<file path="src/rtl/addr_fault_pkg.sv">
package addr_fault_pkg;
  localparam int WORD_W     = 16;
  localparam int ADDR_W     = 16;
  localparam int SR_W       = 8;
  localparam int WORD_BYTES = WORD_W / 8;

  typedef enum logic [1:0] {GATE_IDLE, GATE_WAIT, GATE_RUN} gate_st_t;
  typedef enum logic [1:0] {ENG_IDLE, ENG_PUSH, ENG_FETCH} eng_st_t;

  // next stack slot: pre-decrement by one word
  function automatic logic [ADDR_W-1:0] push_slot(input logic [ADDR_W-1:0] sp_now);
    return sp_now - ADDR_W'(WORD_BYTES);
  endfunction

  // k-th word of the vector entry
  function automatic logic [ADDR_W-1:0] vec_slot(input logic [ADDR_W-1:0] base,
                                                 input int unsigned k);
    return base + ADDR_W'(k * WORD_BYTES);
  endfunction

  // CCR after entry: mask bit 7 set, rest kept
  function automatic logic [SR_W-1:0] ccr_after(input logic [SR_W-1:0] c);
    logic [SR_W-1:0] r;
    r    = c;
    r[7] = 1'b1;
    return r;
  endfunction

  // EXR after entry: trace bit 7 cleared, mask 2:0 forced in mode 2
  function automatic logic [SR_W-1:0] exr_after(input logic [SR_W-1:0] e,
                                                input logic mode2);
    logic [SR_W-1:0] r;
    r    = e;
    r[7] = 1'b0;
    if (mode2) r[2:0] = 3'b111;
    return r;
  endfunction
endpackage

</file>
<file path="src/rtl/afs_entry_gate.sv">
module afs_entry_gate
  import addr_fault_pkg::*;
(
  input  logic clk,
  input  logic rst_n,
  input  logic fault_req,
  input  logic bus_end,
  input  logic insn_end,
  input  logic seq_end,
  output logic go,
  output logic busy
);
  gate_st_t st_q, st_d;
  logic bus_seen_q, insn_seen_q;
  logic bus_ok, insn_ok;

  assign bus_ok  = bus_seen_q | bus_end;
  assign insn_ok = insn_seen_q | insn_end;
  assign go      = (st_q == GATE_WAIT) && bus_ok && insn_ok;
  assign busy    = (st_q != GATE_IDLE);

  always_comb begin
    st_d = st_q;
    unique case (st_q)
      GATE_IDLE: if (fault_req) st_d = GATE_WAIT;
      GATE_WAIT: if (go)        st_d = GATE_RUN;
      GATE_RUN:  if (seq_end)   st_d = GATE_IDLE;
      default:                  st_d = GATE_IDLE;
    endcase
  end

  always_ff @(posedge clk or negedge rst_n) begin
    if (!rst_n) begin
      st_q        <= GATE_IDLE;
      bus_seen_q  <= 1'b0;
      insn_seen_q <= 1'b0;
    end else begin
      st_q <= st_d;
      if (st_q == GATE_WAIT && !go) begin
        bus_seen_q  <= bus_ok;
        insn_seen_q <= insn_ok;
      end else begin
        bus_seen_q  <= 1'b0;
        insn_seen_q <= 1'b0;
      end
    end
  end


  nest_ignore_chk: assert property (@(posedge clk) disable iff (!rst_n)
    (st_q == GATE_RUN && !seq_end) |=> (st_q == GATE_RUN));


  go_needs_wait_chk: assert property (@(posedge clk) disable iff (!rst_n)
    (st_q == GATE_IDLE && fault_req) |=> (st_q == GATE_WAIT && busy));


  end_drops_busy_chk: assert property (@(posedge clk) disable iff (!rst_n)
    seq_end |=> !busy);
endmodule

</file>
<file path="src/rtl/afs_halt_pulse.sv">
module afs_halt_pulse #(
  parameter int N_DMA = 4
) (
  input  logic             clk,
  input  logic             rst_n,
  input  logic             go,
  input  logic             sp_lsb,
  output logic             xfer_err_set,
  output logic             dma0_err_set,
  output logic [N_DMA-1:0] dma_en_clr,
  output logic             sp_odd
);
  logic pulse_q, odd_q;

  always_ff @(posedge clk or negedge rst_n) begin
    if (!rst_n) begin
      pulse_q <= 1'b0;
      odd_q   <= 1'b0;
    end else begin
      pulse_q <= go;
      if (go) odd_q <= sp_lsb;
    end
  end

  assign xfer_err_set = pulse_q;
  assign dma0_err_set = pulse_q;
  assign sp_odd       = odd_q;

  genvar g;
  generate
    for (g = 0; g < N_DMA; g++) begin : g_lane
      assign dma_en_clr[g] = pulse_q;
    end
  endgenerate


  halt_once_chk: assert property (@(posedge clk) disable iff (!rst_n)
    xfer_err_set |=> !xfer_err_set);


  odd_capture_chk: assert property (@(posedge clk) disable iff (!rst_n)
    go |=> (sp_odd == $past(sp_lsb)));
endmodule

</file>
<file path="src/rtl/afs_status_unit.sv">
module afs_status_unit
  import addr_fault_pkg::*;
(
  input  logic              clk,
  input  logic              rst_n,
  input  logic              go,
  input  logic              mode2,
  input  logic [SR_W-1:0]   ccr_in,
  input  logic [SR_W-1:0]   exr_in,
  input  logic              stack_done,
  output logic [2*SR_W-1:0] stack_word,
  output logic [SR_W-1:0]   ccr_out,
  output logic [SR_W-1:0]   exr_out
);
  logic [SR_W-1:0] ccr_snap_q, exr_snap_q;
  logic            mode2_q;

  assign stack_word = {ccr_snap_q, exr_snap_q};

  always_ff @(posedge clk or negedge rst_n) begin
    if (!rst_n) begin
      ccr_snap_q <= '0;
      exr_snap_q <= '0;
      mode2_q    <= 1'b0;
      ccr_out    <= '0;
      exr_out    <= '0;
    end else begin
      if (go) begin
        ccr_snap_q <= ccr_in;
        exr_snap_q <= exr_in;
        mode2_q    <= mode2;
      end
      if (stack_done) begin
        ccr_out <= ccr_after(ccr_snap_q);
        exr_out <= exr_after(exr_snap_q, mode2_q);
      end
    end
  end


  ccr_ui_keep_chk: assert property (@(posedge clk) disable iff (!rst_n)
    stack_done |=> (ccr_out[7] && ccr_out[6] == $past(ccr_snap_q[6])));


  exr_mask_chk: assert property (@(posedge clk) disable iff (!rst_n)
    (stack_done && mode2_q) |=> (exr_out[2:0] == 3'b111 && !exr_out[7]));
endmodule

</file>
<file path="src/rtl/afs_mem_engine.sv">
module afs_mem_engine
  import addr_fault_pkg::*;
#(
  parameter int                PC_W     = 32,
  parameter logic [ADDR_W-1:0] VEC_ADDR = 16'h0010
) (
  input  logic              clk,
  input  logic              rst_n,
  input  logic              go,
  input  logic [PC_W-1:0]   pc_in,
  input  logic [ADDR_W-1:0] sp_in,
  input  logic [2*SR_W-1:0] stack_word,
  input  logic              mem_ready,
  input  logic [WORD_W-1:0] mem_rdata,
  output logic              mem_wr_en,
  output logic              mem_rd_en,
  output logic [ADDR_W-1:0] mem_addr,
  output logic [WORD_W-1:0] mem_wdata,
  output logic              stack_done,
  output logic              seq_end,
  output logic [PC_W-1:0]   pc_out,
  output logic              pc_load,
  output logic [ADDR_W-1:0] sp_out
);
  localparam int PC_WORDS = PC_W / WORD_W;
  localparam int IDX_W    = $clog2(PC_WORDS + 1);
  localparam logic [IDX_W-1:0] LAST_PUSH  = IDX_W'(PC_WORDS);
  localparam logic [IDX_W-1:0] LAST_FETCH = IDX_W'(PC_WORDS - 1);

  eng_st_t           st_q;
  logic [IDX_W-1:0]  idx_q;
  logic [PC_W-1:0]   pc_snap_q, pc_acc_q;
  logic [ADDR_W-1:0] sp_q;
  logic [WORD_W-1:0] pc_word;
  logic              push_ack, fetch_ack;

  // select the PC word for the current push, lowest word first
  always_comb begin
    pc_word = '0;
    for (int k = 0; k < PC_WORDS; k++)
      if (idx_q == IDX_W'(k)) pc_word = pc_snap_q[k*WORD_W +: WORD_W];
  end

  assign mem_wr_en  = (st_q == ENG_PUSH);
  assign mem_rd_en  = (st_q == ENG_FETCH);
  assign mem_addr   = mem_wr_en ? push_slot(sp_q) : vec_slot(VEC_ADDR, idx_q);
  assign mem_wdata  = !mem_wr_en ? '0 : ((idx_q == LAST_PUSH) ? stack_word : pc_word);
  assign push_ack   = mem_wr_en & mem_ready;
  assign fetch_ack  = mem_rd_en & mem_ready;
  assign stack_done = push_ack && (idx_q == LAST_PUSH);
  assign seq_end    = fetch_ack && (idx_q == LAST_FETCH);
  assign pc_out     = pc_acc_q;
  assign sp_out     = sp_q;

  always_ff @(posedge clk or negedge rst_n) begin
    if (!rst_n) begin
      st_q      <= ENG_IDLE;
      idx_q     <= '0;
      sp_q      <= '0;
      pc_snap_q <= '0;
      pc_acc_q  <= '0;
      pc_load   <= 1'b0;
    end else begin
      pc_load <= seq_end;
      unique case (st_q)
        ENG_IDLE: if (go) begin
          st_q      <= ENG_PUSH;
          idx_q     <= '0;
          sp_q      <= sp_in;
          pc_snap_q <= pc_in;
        end
        ENG_PUSH: if (push_ack) begin
          sp_q <= push_slot(sp_q);
          if (idx_q == LAST_PUSH) begin
            st_q  <= ENG_FETCH;
            idx_q <= '0;
          end else begin
            idx_q <= idx_q + 1'b1;
          end
        end
        ENG_FETCH: if (fetch_ack) begin
          if (idx_q == LAST_FETCH) begin
            st_q  <= ENG_IDLE;
            idx_q <= '0;
          end else begin
            idx_q <= idx_q + 1'b1;
          end
        end
        default: st_q <= ENG_IDLE;
      endcase
      // vector words arrive highest first
      for (int k = 0; k < PC_WORDS; k++)
        if (fetch_ack && idx_q == IDX_W'(PC_WORDS - 1 - k))
          pc_acc_q[k*WORD_W +: WORD_W] <= mem_rdata;
    end
  end


  wr_rd_excl_chk: assert property (@(posedge clk) disable iff (!rst_n)
    !(mem_wr_en && mem_rd_en));


  push_descend_chk: assert property (@(posedge clk) disable iff (!rst_n)
    (push_ack && idx_q != LAST_PUSH) |=>
      (mem_wr_en && mem_addr == $past(mem_addr) - ADDR_W'(WORD_BYTES)));


  wr_hold_chk: assert property (@(posedge clk) disable iff (!rst_n)
    (mem_wr_en && !mem_ready) |=>
      (mem_wr_en && $stable(mem_addr) && $stable(mem_wdata)));


  rd_hold_chk: assert property (@(posedge clk) disable iff (!rst_n)
    (mem_rd_en && !mem_ready) |=> (mem_rd_en && $stable(mem_addr)));


  fetch_after_stack_chk: assert property (@(posedge clk) disable iff (!rst_n)
    stack_done |=> (mem_rd_en && mem_addr == VEC_ADDR));


  load_pulse_chk: assert property (@(posedge clk) disable iff (!rst_n)
    pc_load |=> !pc_load);
endmodule

</file>
<file path="src/rtl/addr_fault_seq.sv">
module addr_fault_seq
  import addr_fault_pkg::*;
#(
  parameter int                PC_W     = 32,
  parameter int                N_DMA    = 4,
  parameter logic [ADDR_W-1:0] VEC_ADDR = 16'h0010
) (
  input  logic              clk,
  input  logic              rst_n,
  input  logic              fault_req,
  input  logic              bus_end,
  input  logic              insn_end,
  input  logic              intr_mode2,
  input  logic [PC_W-1:0]   pc_in,
  input  logic [SR_W-1:0]   ccr_in,
  input  logic [SR_W-1:0]   exr_in,
  input  logic [ADDR_W-1:0] sp_in,
  output logic              mem_wr_en,
  output logic              mem_rd_en,
  output logic [ADDR_W-1:0] mem_addr,
  output logic [WORD_W-1:0] mem_wdata,
  input  logic [WORD_W-1:0] mem_rdata,
  input  logic              mem_ready,
  output logic              busy,
  output logic [PC_W-1:0]   pc_out,
  output logic              pc_load,
  output logic [SR_W-1:0]   ccr_out,
  output logic [SR_W-1:0]   exr_out,
  output logic [ADDR_W-1:0] sp_out,
  output logic              sp_odd,
  output logic              xfer_err_set,
  output logic              dma0_err_set,
  output logic [N_DMA-1:0]  dma_en_clr
);
  // internal events, named for the checks
  logic              go;
  logic              stack_done;
  logic              seq_end;
  logic [2*SR_W-1:0] stack_word;

  afs_entry_gate u_gate (
    .clk      (clk),
    .rst_n    (rst_n),
    .fault_req(fault_req),
    .bus_end  (bus_end),
    .insn_end (insn_end),
    .seq_end  (seq_end),
    .go       (go),
    .busy     (busy)
  );

  afs_halt_pulse #(.N_DMA(N_DMA)) u_halt (
    .clk         (clk),
    .rst_n       (rst_n),
    .go          (go),
    .sp_lsb      (sp_in[0]),
    .xfer_err_set(xfer_err_set),
    .dma0_err_set(dma0_err_set),
    .dma_en_clr  (dma_en_clr),
    .sp_odd      (sp_odd)
  );

  afs_status_unit u_status (
    .clk       (clk),
    .rst_n     (rst_n),
    .go        (go),
    .mode2     (intr_mode2),
    .ccr_in    (ccr_in),
    .exr_in    (exr_in),
    .stack_done(stack_done),
    .stack_word(stack_word),
    .ccr_out   (ccr_out),
    .exr_out   (exr_out)
  );

  afs_mem_engine #(.PC_W(PC_W), .VEC_ADDR(VEC_ADDR)) u_engine (
    .clk       (clk),
    .rst_n     (rst_n),
    .go        (go),
    .pc_in     (pc_in),
    .sp_in     (sp_in),
    .stack_word(stack_word),
    .mem_ready (mem_ready),
    .mem_rdata (mem_rdata),
    .mem_wr_en (mem_wr_en),
    .mem_rd_en (mem_rd_en),
    .mem_addr  (mem_addr),
    .mem_wdata (mem_wdata),
    .stack_done(stack_done),
    .seq_end   (seq_end),
    .pc_out    (pc_out),
    .pc_load   (pc_load),
    .sp_out    (sp_out)
  );


  halt_at_stack_chk: assert property (@(posedge clk) disable iff (!rst_n)
    xfer_err_set |-> (mem_wr_en && busy && dma0_err_set && (&dma_en_clr)));


  quiet_until_go_chk: assert property (@(posedge clk) disable iff (!rst_n)
    !busy |-> (!mem_wr_en && !mem_rd_en));
endmodule

</file>
<file path="config.mk">
export PLATFORM = sky130hd
export DESIGN_NAME = addr_fault_seq
export DESIGN_NICKNAME = d
export VERILOG_FILES = /design/src/rtl/addr_fault_pkg.sv /design/src/rtl/afs_entry_gate.sv /design/src/rtl/afs_halt_pulse.sv /design/src/rtl/afs_status_unit.sv /design/src/rtl/afs_mem_engine.sv /design/src/rtl/addr_fault_seq.sv
export SDC_FILE = /design/constraint.sdc
export NUM_CORES = 1
export LEC_CHECK = 0
export ABC_CLOCK_PERIOD_IN_PS = 2900
export BUFFER_PORTS_ARGS = -buffer_cell sky130_fd_sc_hd__buf_2
export CORE_ASPECT_RATIO = 0.9
export CORE_MARGIN = 5
export CORE_UTILIZATION = 51
export DETAILED_ROUTE_END_ITERATION = 10
export GPL_TIMING_DRIVEN = 0
export PLACE_DENSITY = 0.78
export SKIP_CTS_REPAIR_TIMING = 1
export SLEW_MARGIN = 30
export SYNTH_ARGS = -nofsm -noshare
export SYNTH_HDL_FRONTEND = slang
export SYNTH_SLANG_ARGS = --single-unit
</file>
<file path="constraint.sdc">
create_clock -name clk -period 2.9 [get_ports clk]
set_clock_uncertainty 0.1 [all_clocks]
set_input_delay 0.58 -clock clk [delete_from_list [all_inputs] [get_ports clk]]
set_output_delay 0.58 -clock clk [all_outputs]
set_load 0.005 [all_outputs]
</file>
* Word-level counts from Yosys, hierarchy flattened *
Cells that the tools add are included.

word-level totals
  logic and storage cells = 83
  bits of input ports = 87
  output and inout bits = 107
  register bits after elaboration = 123

operators by class
  $add $sub $neg = 3
  equality and inequality tests = 14
  mux-type cells = 27
  bitwise gates (word level) = 4
  reduce and logical (&&, ||, !) cells = 18

operator list
  kind                   count
  $mux 16                7
  $pmux 16 s2            1
  $mux 2                 13
  $pmux 2 s3             3
  $sub 16x2->16 const B  1
  $ne 2x2->1 const B     6
  $add 5x3->6 const A    1
  $eq 2x1->1 const B     3
  $eq 2x2->1 const B     3
  $logic_and 1x1->1      6
  $logic_not 2->1        3
  $reduce_and 3->1       2
  $reduce_and 5->1       1
  $ne 2x1->1 const B     2
  $reduce_and 4->1       1
  $reduce_bool 2->1      2
  $mux 3                 1
  $reduce_bool 3->1      1
  $add 2x1->2 const B    1
  $and 1x1->1            2
  $mux 1                 2
  $or 1x1->1             2
  $reduce_and 2->1       1
  $logic_not 1->1        1

* Depth between registers and ports, before layout *
Gate-level depths: netlist of the first run.

  word-level depth = 6
  depth in mapped cells = 8
  depth with buffers taken out = 7

* Hierarchy *
A second synthesis of the first run with hierarchy kept.

unflattened totals
  cells, all modules = 542
  area total of the unflattened synthesis = 6,203.4 µm²

modules (own cells, without submodules)
  module           cells an instance  sequential area each (µm²)  instances  area each (µm²)
  afs_mem_engine   441                2,127.0                     1          4,647.0
  afs_status_unit  76                 800.8                       1          1,273.7
  afs_entry_gate   17                 100.1                       1          180.2
  afs_halt_pulse   8                  50.0                        1          102.6

* Worst setup path after synthesis of the first run *
OpenSTA, ideal clock, no wires.

  path kind = register -> output
  start point = register u_engine.sp_q[1], in the netlist u_engine.sp_out[1]
  end point = output port mem_addr[11]
  path buffers = 0
  arrival = 1,871 ps
  required time = 2,220 ps
  path slack = 349 ps
  stages on the path, launching flop included = 8
  cells stage by stage = dfrtp_1 -> inv_1 -> ha_1 -> nor3b_2 -> nand2_2 -> or4_1 -> xor2_1 -> nor2_1

between the ends
  longest elaborated chain between the ends = 2

RTL lines
  element                 RTL line              source
  start, declared         afs_mem_engine.sv:33  logic [ADDR_W-1:0] sp_q;
  start signal, assigned  afs_mem_engine.sv:69  sp_q <= sp_in;
  start signal, assigned  afs_mem_engine.sv:73  sp_q <= push_slot(sp_q);
  $sub 16x2->16           addr_fault_pkg.sv:12  return sp_now - ADDR_W'(WORD_BYTES);
  $mux 16                 afs_mem_engine.sv:46  assign mem_addr = mem_wr_en ? push_slot(sp_q) : vec_slot(VEC_ADDR, idx_q);
  end, declared           addr_fault_seq.sv:20  output logic [ADDR_W-1:0] mem_addr,

Every way passes these cells.

* Final worst setup path of the first run *
  start point = register u_engine.sp_q[2], in the netlist u_engine.sp_out[2]
  end point = output port mem_addr[10]

The elaborated chain is that of the path after synthesis.

==> results of run 1 <==
area by class of cell:
cell class	count	area, µm²	area share
Timing Repair inverter	1	5.005	0.0006534
Buffer	29	146.4	0.01911
Clock buffer	17	425.4	0.05554
Sequential cell	123	3079	0.4020
Tap cell	152	190.2	0.02483
Multi-Input combinational cell	327	2511	0.3278
Clock inverter	15	150.1	0.01960
Timing Repair Buffer	207	1111	0.1451
Inverter	10	41.29	0.005390
layout by cell type, fill, tap and decap left out, drive strengths merged, types with 4 or more instances in the layout:
master / instances
o22ai: 7
xnor2: 6
o22a: 4
a21oi: 37
mux2: 94
nor2: 65
dfrtp: 123
ha: 5
clkinv: 10
nor3: 6
inv: 11
nand3: 5
nand2b: 6
buf: 224
mux2i: 18
a31oi: 4
o21ai: 11
nand2: 22
clkbuf: 29
xor2: 5
a2bb2oi: 4
routing by layer:
metal / up-vias / share of wire / track usage
met3: 10 / 0.078 / 0.07004
li1: 2173 / - / -
met1: 2334 / 0.41 / 0.2857
met2: 194 / 0.51 / 0.3952
met4: 0 / 0.0072 / 0.06199
met5: - / 0 / 0
logic make-up after synthesis:
group	Yosys count	synth area share
flip-flops	123	0.5376
AND/OR/NAND/NOR	120	0.1023
multiplexers	112	0.2163
AO/OA/AOI/OAI	78	0.08304
buffers and inverters	41	0.03234
XOR/XNOR	11	0.01683
adder cells (fa/ha/maj)	5	0.01093
other	1	0.0006550
power by group through the flow:
stage	combinational (mW)	clock, mW	sequential [mW]
6_report	2.63	2.04	2.94
5_1_grt	2.90	2.15	3.03
4_1_cts	2.52	2.07	2.91
3_5_place_dp	2.50	0	2.93
3_3_place_gp	2.39	0	2.87
2_1_floorplan	1.53	0	2.84
state kept, by name (all words and copies together) (netlist names):
| register | flops |
|---|---|
| u_gate.bus_seen_q | 1 |
| u_engine.idx_q | 2 |
| u_status.exr_out | 7 |
| u_status.ccr_snap_q | 8 |
| u_status.exr_snap_q | 8 |
| u_gate.st_q | 2 |
| u_gate.insn_seen_q | 1 |
| u_engine.pc_load | 1 |
| u_status.ccr_out | 8 |
| u_status.mode2_q | 1 |
| u_engine.pc_snap_q | 32 |
| u_engine.sp_out | 16 |
| u_halt.sp_odd | 1 |
| u_engine.st_q | 2 |
| u_halt.dma0_err_set | 1 |
| u_engine.pc_out | 32 |
stage by stage:
stage	instance area, µm²	hold slack [ns]	std cells	power (mW)	utilization
after floorplan	5725	0.1844	491	4.372	-
after global placement	6877	0.3209	835	5.261	0.6309
after detailed placement	6914	0.3361	836	5.424	0.6343
after CTS	7490	-0.004290	868	7.496	0.6871
after global routing	7660	0.01702	881	8.091	0.7027
final	7660	-0.01481	881	7.608	0.7027
worst paths after layout:
check	endpoint	slack [ns]	start
worst max-delay path	mem_addr[10]	-0.10	u_engine.sp_out[2]
worst min-delay path	u_engine.pc_snap_q[11]	-0.01	rst_n
worst max register to register	u_status.ccr_out[5]	0.44	u_engine.st_q[1]
worst min register to register	u_gate.insn_seen_q	0.34	u_gate.bus_seen_q
max in group asynchronous	u_engine.sp_out[4]	2.03	rst_n
min in group clk	u_gate.insn_seen_q	0.25	bus_end
worst register-to-register path, stage by stage, from the launching register on:
cell,delay [ns]
dfrtp_1,0.42
inv_1,0.10
ha_2,0.29
clkinvlp_4,0.18
buf_4,0.17
or2_1,0.21
buf_2,0.22
clkbuf_1,0.30
mux2_2,0.35
==> out/metrics.csv, run 1 <==
stage,metric,value,unit
power,clock_power_share,0.268,
detailed_routing,ant_nets,0,
clock_network,cts_max_path_buffers,2,
power,p_int,5.000,mW
synthesis,syn-instance-count,491,
critical_path,end_kind,primary output,
placement,routabilityCongestion,0.8556,
critical_path,crit_slowest_cell,or4_4,
synthesis,yosys-top-cells-area,"dfrtp_1 54%, mux2_2 12%, mux2_1 6.1%",
clock_network,cts_tree,built,
power,p_per_area,993.2,nW/µm²
sta,hold_viol_final,8,
power,ir_worst_vdd,675.9,µV
floorplanning,dieArea,13450,µm²
floorplanning,io_pins,194,
power,power_frac_comb,0.346,
run,drv_cap,0,
critical_path,critPathMaxFanout,5,
sta,slew_violations,0,
cells_and_area,area_growth,33.79,%
floorplanning,core,10900,µm²
clock_network,cts.sinks,123,
detailed_routing,dr.pass1.iters,7,
synthesis,ys_types,58,
critical_path,path_depth,6,
critical_path,critical_path.top_delay_family,simple AND/OR/NAND/NOR gates,
cells_and_area,num-nets-final,808,
critical_path,path_buf_inv,1,
synthesis,synth_edf_count,0,
global_route,grt_pass1_wl,24720,µm
critical_path,crit_required,2.22,ns
sta,slew_headroom,0.4843,
synthesis,synth_common_cells,"123 x dfrtp_1, 64 x nor2_1, 63 x mux2_2, 36 x a21oi_1, 31 x mux2_1",
floorplanning,die_w,121.7,µm
power,switching_power,2.608,mW
synthesis,yosysSeqAreaShare,0.5376,
sta,max_freq,0.3330,GHz
detailed_routing,first_iter_violations,267,
clock_network,cts-buffers-inserted,17,
synthesis,synth_area_leader_cell,dfrtp_1,
clock_network,htreeDepth,4,
synthesis,synth_nets,583,
detailed_routing,wire_per_inst,17.63,µm
critical_path,reg2reg_depth,8,
sta,fin_ws,-0.1033,ns
cells_and_area,fillers,814,
critical_path,crit_chain,"or4_4, nand2b_4, or3_4, xor2_1, nor2_1, buf_2",
detailed_routing,drc,0,
sta,tns,-0.3531,ns
detailed_routing,vias_per_cell,5.347,
hold_path,hp-class,in2async,
global_route,first_global_vias,4872,
status,violations,"negative hold slack, negative setup slack",
placement,io_buffers,192,
sta,min_period_over_period,1.036,
cells_and_area,drive_above_1_share,0.4705,
clock_network,clk_pin_slew,0.06,ns
critical_path,cp-start-kind,flop,
floorplanning,start_util,0.5253,
critical_path,crit_arrival,2.32,ns
detailed_routing,via_count,4711,
placement,pre_cts_ws,-0.09586,ns
global_route,antenna_found_initial,0,
clock_network,root_buffer,clkbuf_16,
synthesis,synth_ff_type,dfrtp_1,
power,seqPwrFrac,0.386,
sta,setup_violations,4,
sta,worst_pin_slew,0.7735,ns
global_route,gr-total-overflow,0,
sta,holdWs,-0.01481,ns
synthesis,yosysWarnings,0,
synthesis,synth_seq_cells,123,
cells_and_area,diodes,0,
synthesis,synth.most_common_cell,dfrtp_1,
clock_network,clock_latency,0.41,ns
global_route,grt_max_degree,66,
critical_path,path_class,reg2out,
synthesis,synth_area,5725,µm²
synthesis,yosys.area.top_type_share,0.5376,
floorplanning,die_h,110.5,µm
sta,min_period,3.003,ns
global_route,track_usage,0.2319,
synthesis,async_reset_ff_frac,1.000,
sta,grt_setup_unrepaired,yes,
synthesis,synth.avg_cell_area,11.66,µm²
critical_path,slowest_delay,0.57,ns
floorplanning,rows,36,
power,swShare,0.3428,
placement,dpl.hpwl,11310,µm
detailed_routing,drt_wl_total,15530,µm
status,status,finished with violations,
power,leakage,3.900,nW
No activity file was read; power rests on OpenSTA's default activity.
==> run 2, diff against run 1 <==
RECOVER_POWER = 100   (was default)
==> run 2 against run 1 <==
Compared with the run above: the run ends with negative setup slack left; die area stayed put; wire length hardly changed; count of clock-buffer cells in the layout unchanged; cell area down 0.98%; fmax up 0.15%; global-route usage unchanged; final cell count did not move; via count is 0.19% lower; total power down 0.53%; largest power group unchanged.
==> out/metrics.csv, run 2 (synthesized netlist as in run 1, its figures left out) <==
stage,metric,value,unit,change
hold_path,hp-class,in2reg,,
critical_path,r2r-start,u_gate.st_q[1],,
detailed_routing,first_iter_violations,351,,+31%
clock_network,cts_max_path_buffers,2,,unchanged
cells_and_area,fillers,837,,+2.8%
critical_path,end_kind,primary output,,
sta,fin_ws,-0.09880,ns,+0.004536 ns
critical_path,slowest_delay,0.57,ns,about the same
global_route,gr-total-overflow,0,,unchanged
power,p_per_area,997.7,nW/µm²,+0.46%
floorplanning,die_w,121.7,µm,unchanged
critical_path,crit_required,2.22,ns,about the same
status,status,finished with violations,,
clock_network,cts-buffers-inserted,17,,unchanged
floorplanning,dieArea,13450,µm²,unchanged
detailed_routing,dr.pass1.iters,5,,-2
detailed_routing,vias_per_cell,5.337,,-0.19%
clock_network,clk_pin_slew,0.06,ns,about the same
cells_and_area,ff_latch_area,3079,µm²,unchanged
clock_network,cts.sinks,123,,unchanged
critical_path,worstSetupEndpoint,mem_addr[10],,
global_route,grt_pass1_wl,24720,µm,unchanged
global_route,track_usage,0.2319,,unchanged
sta,slew_violations,0,,unchanged
global_route,first_global_vias,4872,,unchanged
cells_and_area,diodes,0,,unchanged
detailed_routing,via_count,4702,,-0.19%
clock_network,htreeDepth,4,,unchanged
critical_path,crit_chain,"or4_4, nand2b_4, or3_4, xor2_1, nor2_1, buf_2",,
power,leakage,3.753,nW,-3.8%
sta,holdWs,0.2530,ns,+0.2678 ns
critical_path,path_depth,6,,unchanged
floorplanning,rows,36,,unchanged
sta,hold_viol_final,0,,-8
placement,io_buffers,192,,unchanged
sta,min_period_over_period,1.034,,-0.001564
cells_and_area,mostFrequentLayoutCells,"165 x buf_2, 122 x dfrtp_1, 64 x nor2_1, 63 x mux2_2, 38 x clkbuf_1",,
critical_path,reg2reg_depth,5,,-3
critical_path,cp-start-kind,flop,,
critical_path,path_buf_inv,1,,unchanged
detailed_routing,wire_per_inst,17.64,µm,about the same
cells_and_area,area_growth,32.47,%,
clock_network,root_buffer,clkbuf_16,,
floorplanning,start_util,0.5253,,unchanged
hold_path,min_from,bus_end,,
power,ir_worst_vdd,670.1,µV,-0.85%
critical_path,cp-startpoint,u_engine.sp_out[2],,
critical_path,crit_slowest_cell,or4_4,,
detailed_routing,drt_wl_total,15540,µm,about the same
floorplanning,core,10900,µm²,unchanged
detailed_routing,ant_nets,0,,unchanged
placement,pre_cts_ws,-0.09586,ns,unchanged
run,drv_cap,0,,unchanged
status,violations,negative setup slack,,
critical_path,critical_path.top_delay_family,simple AND/OR/NAND/NOR gates,,
placement,dpl.hpwl,11310,µm,unchanged
cells_and_area,fin_util,0.6958,,-0.006887
detailed_routing,drc,0,,unchanged
critical_path,crit_arrival,2.32,ns,about the same
cells_and_area,num-nets-final,808,,unchanged
placement,routabilityCongestion,0.8556,,unchanged
sta,grt_setup_unrepaired,yes,,
critical_path,path_class,reg2out,,
sta,min_period,2.999,ns,-0.004536 ns
global_route,grt_max_degree,66,,unchanged
sta,max_freq,0.3335,GHz,+0.15%
global_route,antenna_found_initial,0,,unchanged
critical_path,rrSetupSlack,0.25,ns,-0.19 ns
cells_and_area,final_common_cell,buf_2,,
sta,setup_violations,4,,unchanged
critical_path,critPathMaxFanout,5,,unchanged
cells_and_area,multi_input_area,2506,µm²,-0.20%
clock_network,clock_latency,0.41,ns,about the same
critical_path,reg2reg_to,u_engine.pc_snap_q[11],,
sta,worst_pin_slew,1.418,ns,+0.6440 ns
sta,slew_headroom,0.05499,,-0.4293
clock_network,cts_tree,built,,
floorplanning,die_h,110.5,µm,unchanged
cells_and_area,drive_above_1_share,0.4252,,-0.04527
floorplanning,io_pins,194,,unchanged
run 2: cell count changes in the layout (fill, tap and decap cells not counted):
cell      change
buf_2        -32
clkbuf_1     +30
buf_1         +2
buf_16        -1
buf_8         -1
clkbuf_2      +1
clkbuf_4      +1
nor3_1        +1
nor3_2        -1
run 2: layer usage:
layer	global-route usage	vias to the layer above	part of all wire	wire [µm]
met4	0.06199	0	0.0055	86
met1	0.2857	2339	0.41	6365
met5	0	-	0	0
met3	0.07004	8	0.073	1141
li1	-	2174	-	-
met2	0.3952	181	0.51	7951
run 2: worst min path at each step:
| stage | end | slack [ns] | cells past startpoint |
|---|---|---|---|
| after floorplan | u_engine.idx_q[0] | 0.18 | 0 |
| after global placement | u_gate.insn_seen_q | 0.32 | 1 |
| after detailed placement | u_gate.insn_seen_q | 0.34 | 1 |
| after CTS | u_engine.pc_snap_q[11] | -0.004 | 1 |
| after global routing | u_gate.insn_seen_q | 0.24 | 2 |
| final | u_gate.insn_seen_q | 0.25 | 2 |
run 2: area by class of cell:
cell class | instances | area share
multi-input combinational | 327 | 0.3304
timing repair buffer | 207 | 0.1372
timing repair inverter | 1 | 0.0006598
tap | 152 | 0.02507
inverter | 10 | 0.005444
clock buffer | 17 | 0.05609
buffer | 29 | 0.01930
clock inverter | 15 | 0.01980
sequential | 123 | 0.4060
run 2: worst reg2reg max path: stages, from the launching register on:
cell and delay (ns):
dfrtp_1 0.39, nand2b_1 0.19, nor3_1 0.65, nand2_1 0.39, buf_1 0.39, mux2_1 0.42
run 2: where the power goes:
group | internal (mW) | switching, mW
combinational | 1.30 | 1.29
clock | 1.26 | 0.773
sequential | 2.40 | 0.540
run 2: stage by stage:
stage          area, µm²  power (mW)  cells  TNS (ns)
2_1_floorplan       5725       4.372    491         0
3_3_place_gp        6877       5.261    835    -41.97
3_5_place_dp        6914       5.424    836  -0.09586
4_1_cts             7490       7.496    868    -7.096
5_1_grt             7585       8.052    881   -0.9255
6_report            7585       7.567    881   -0.3261
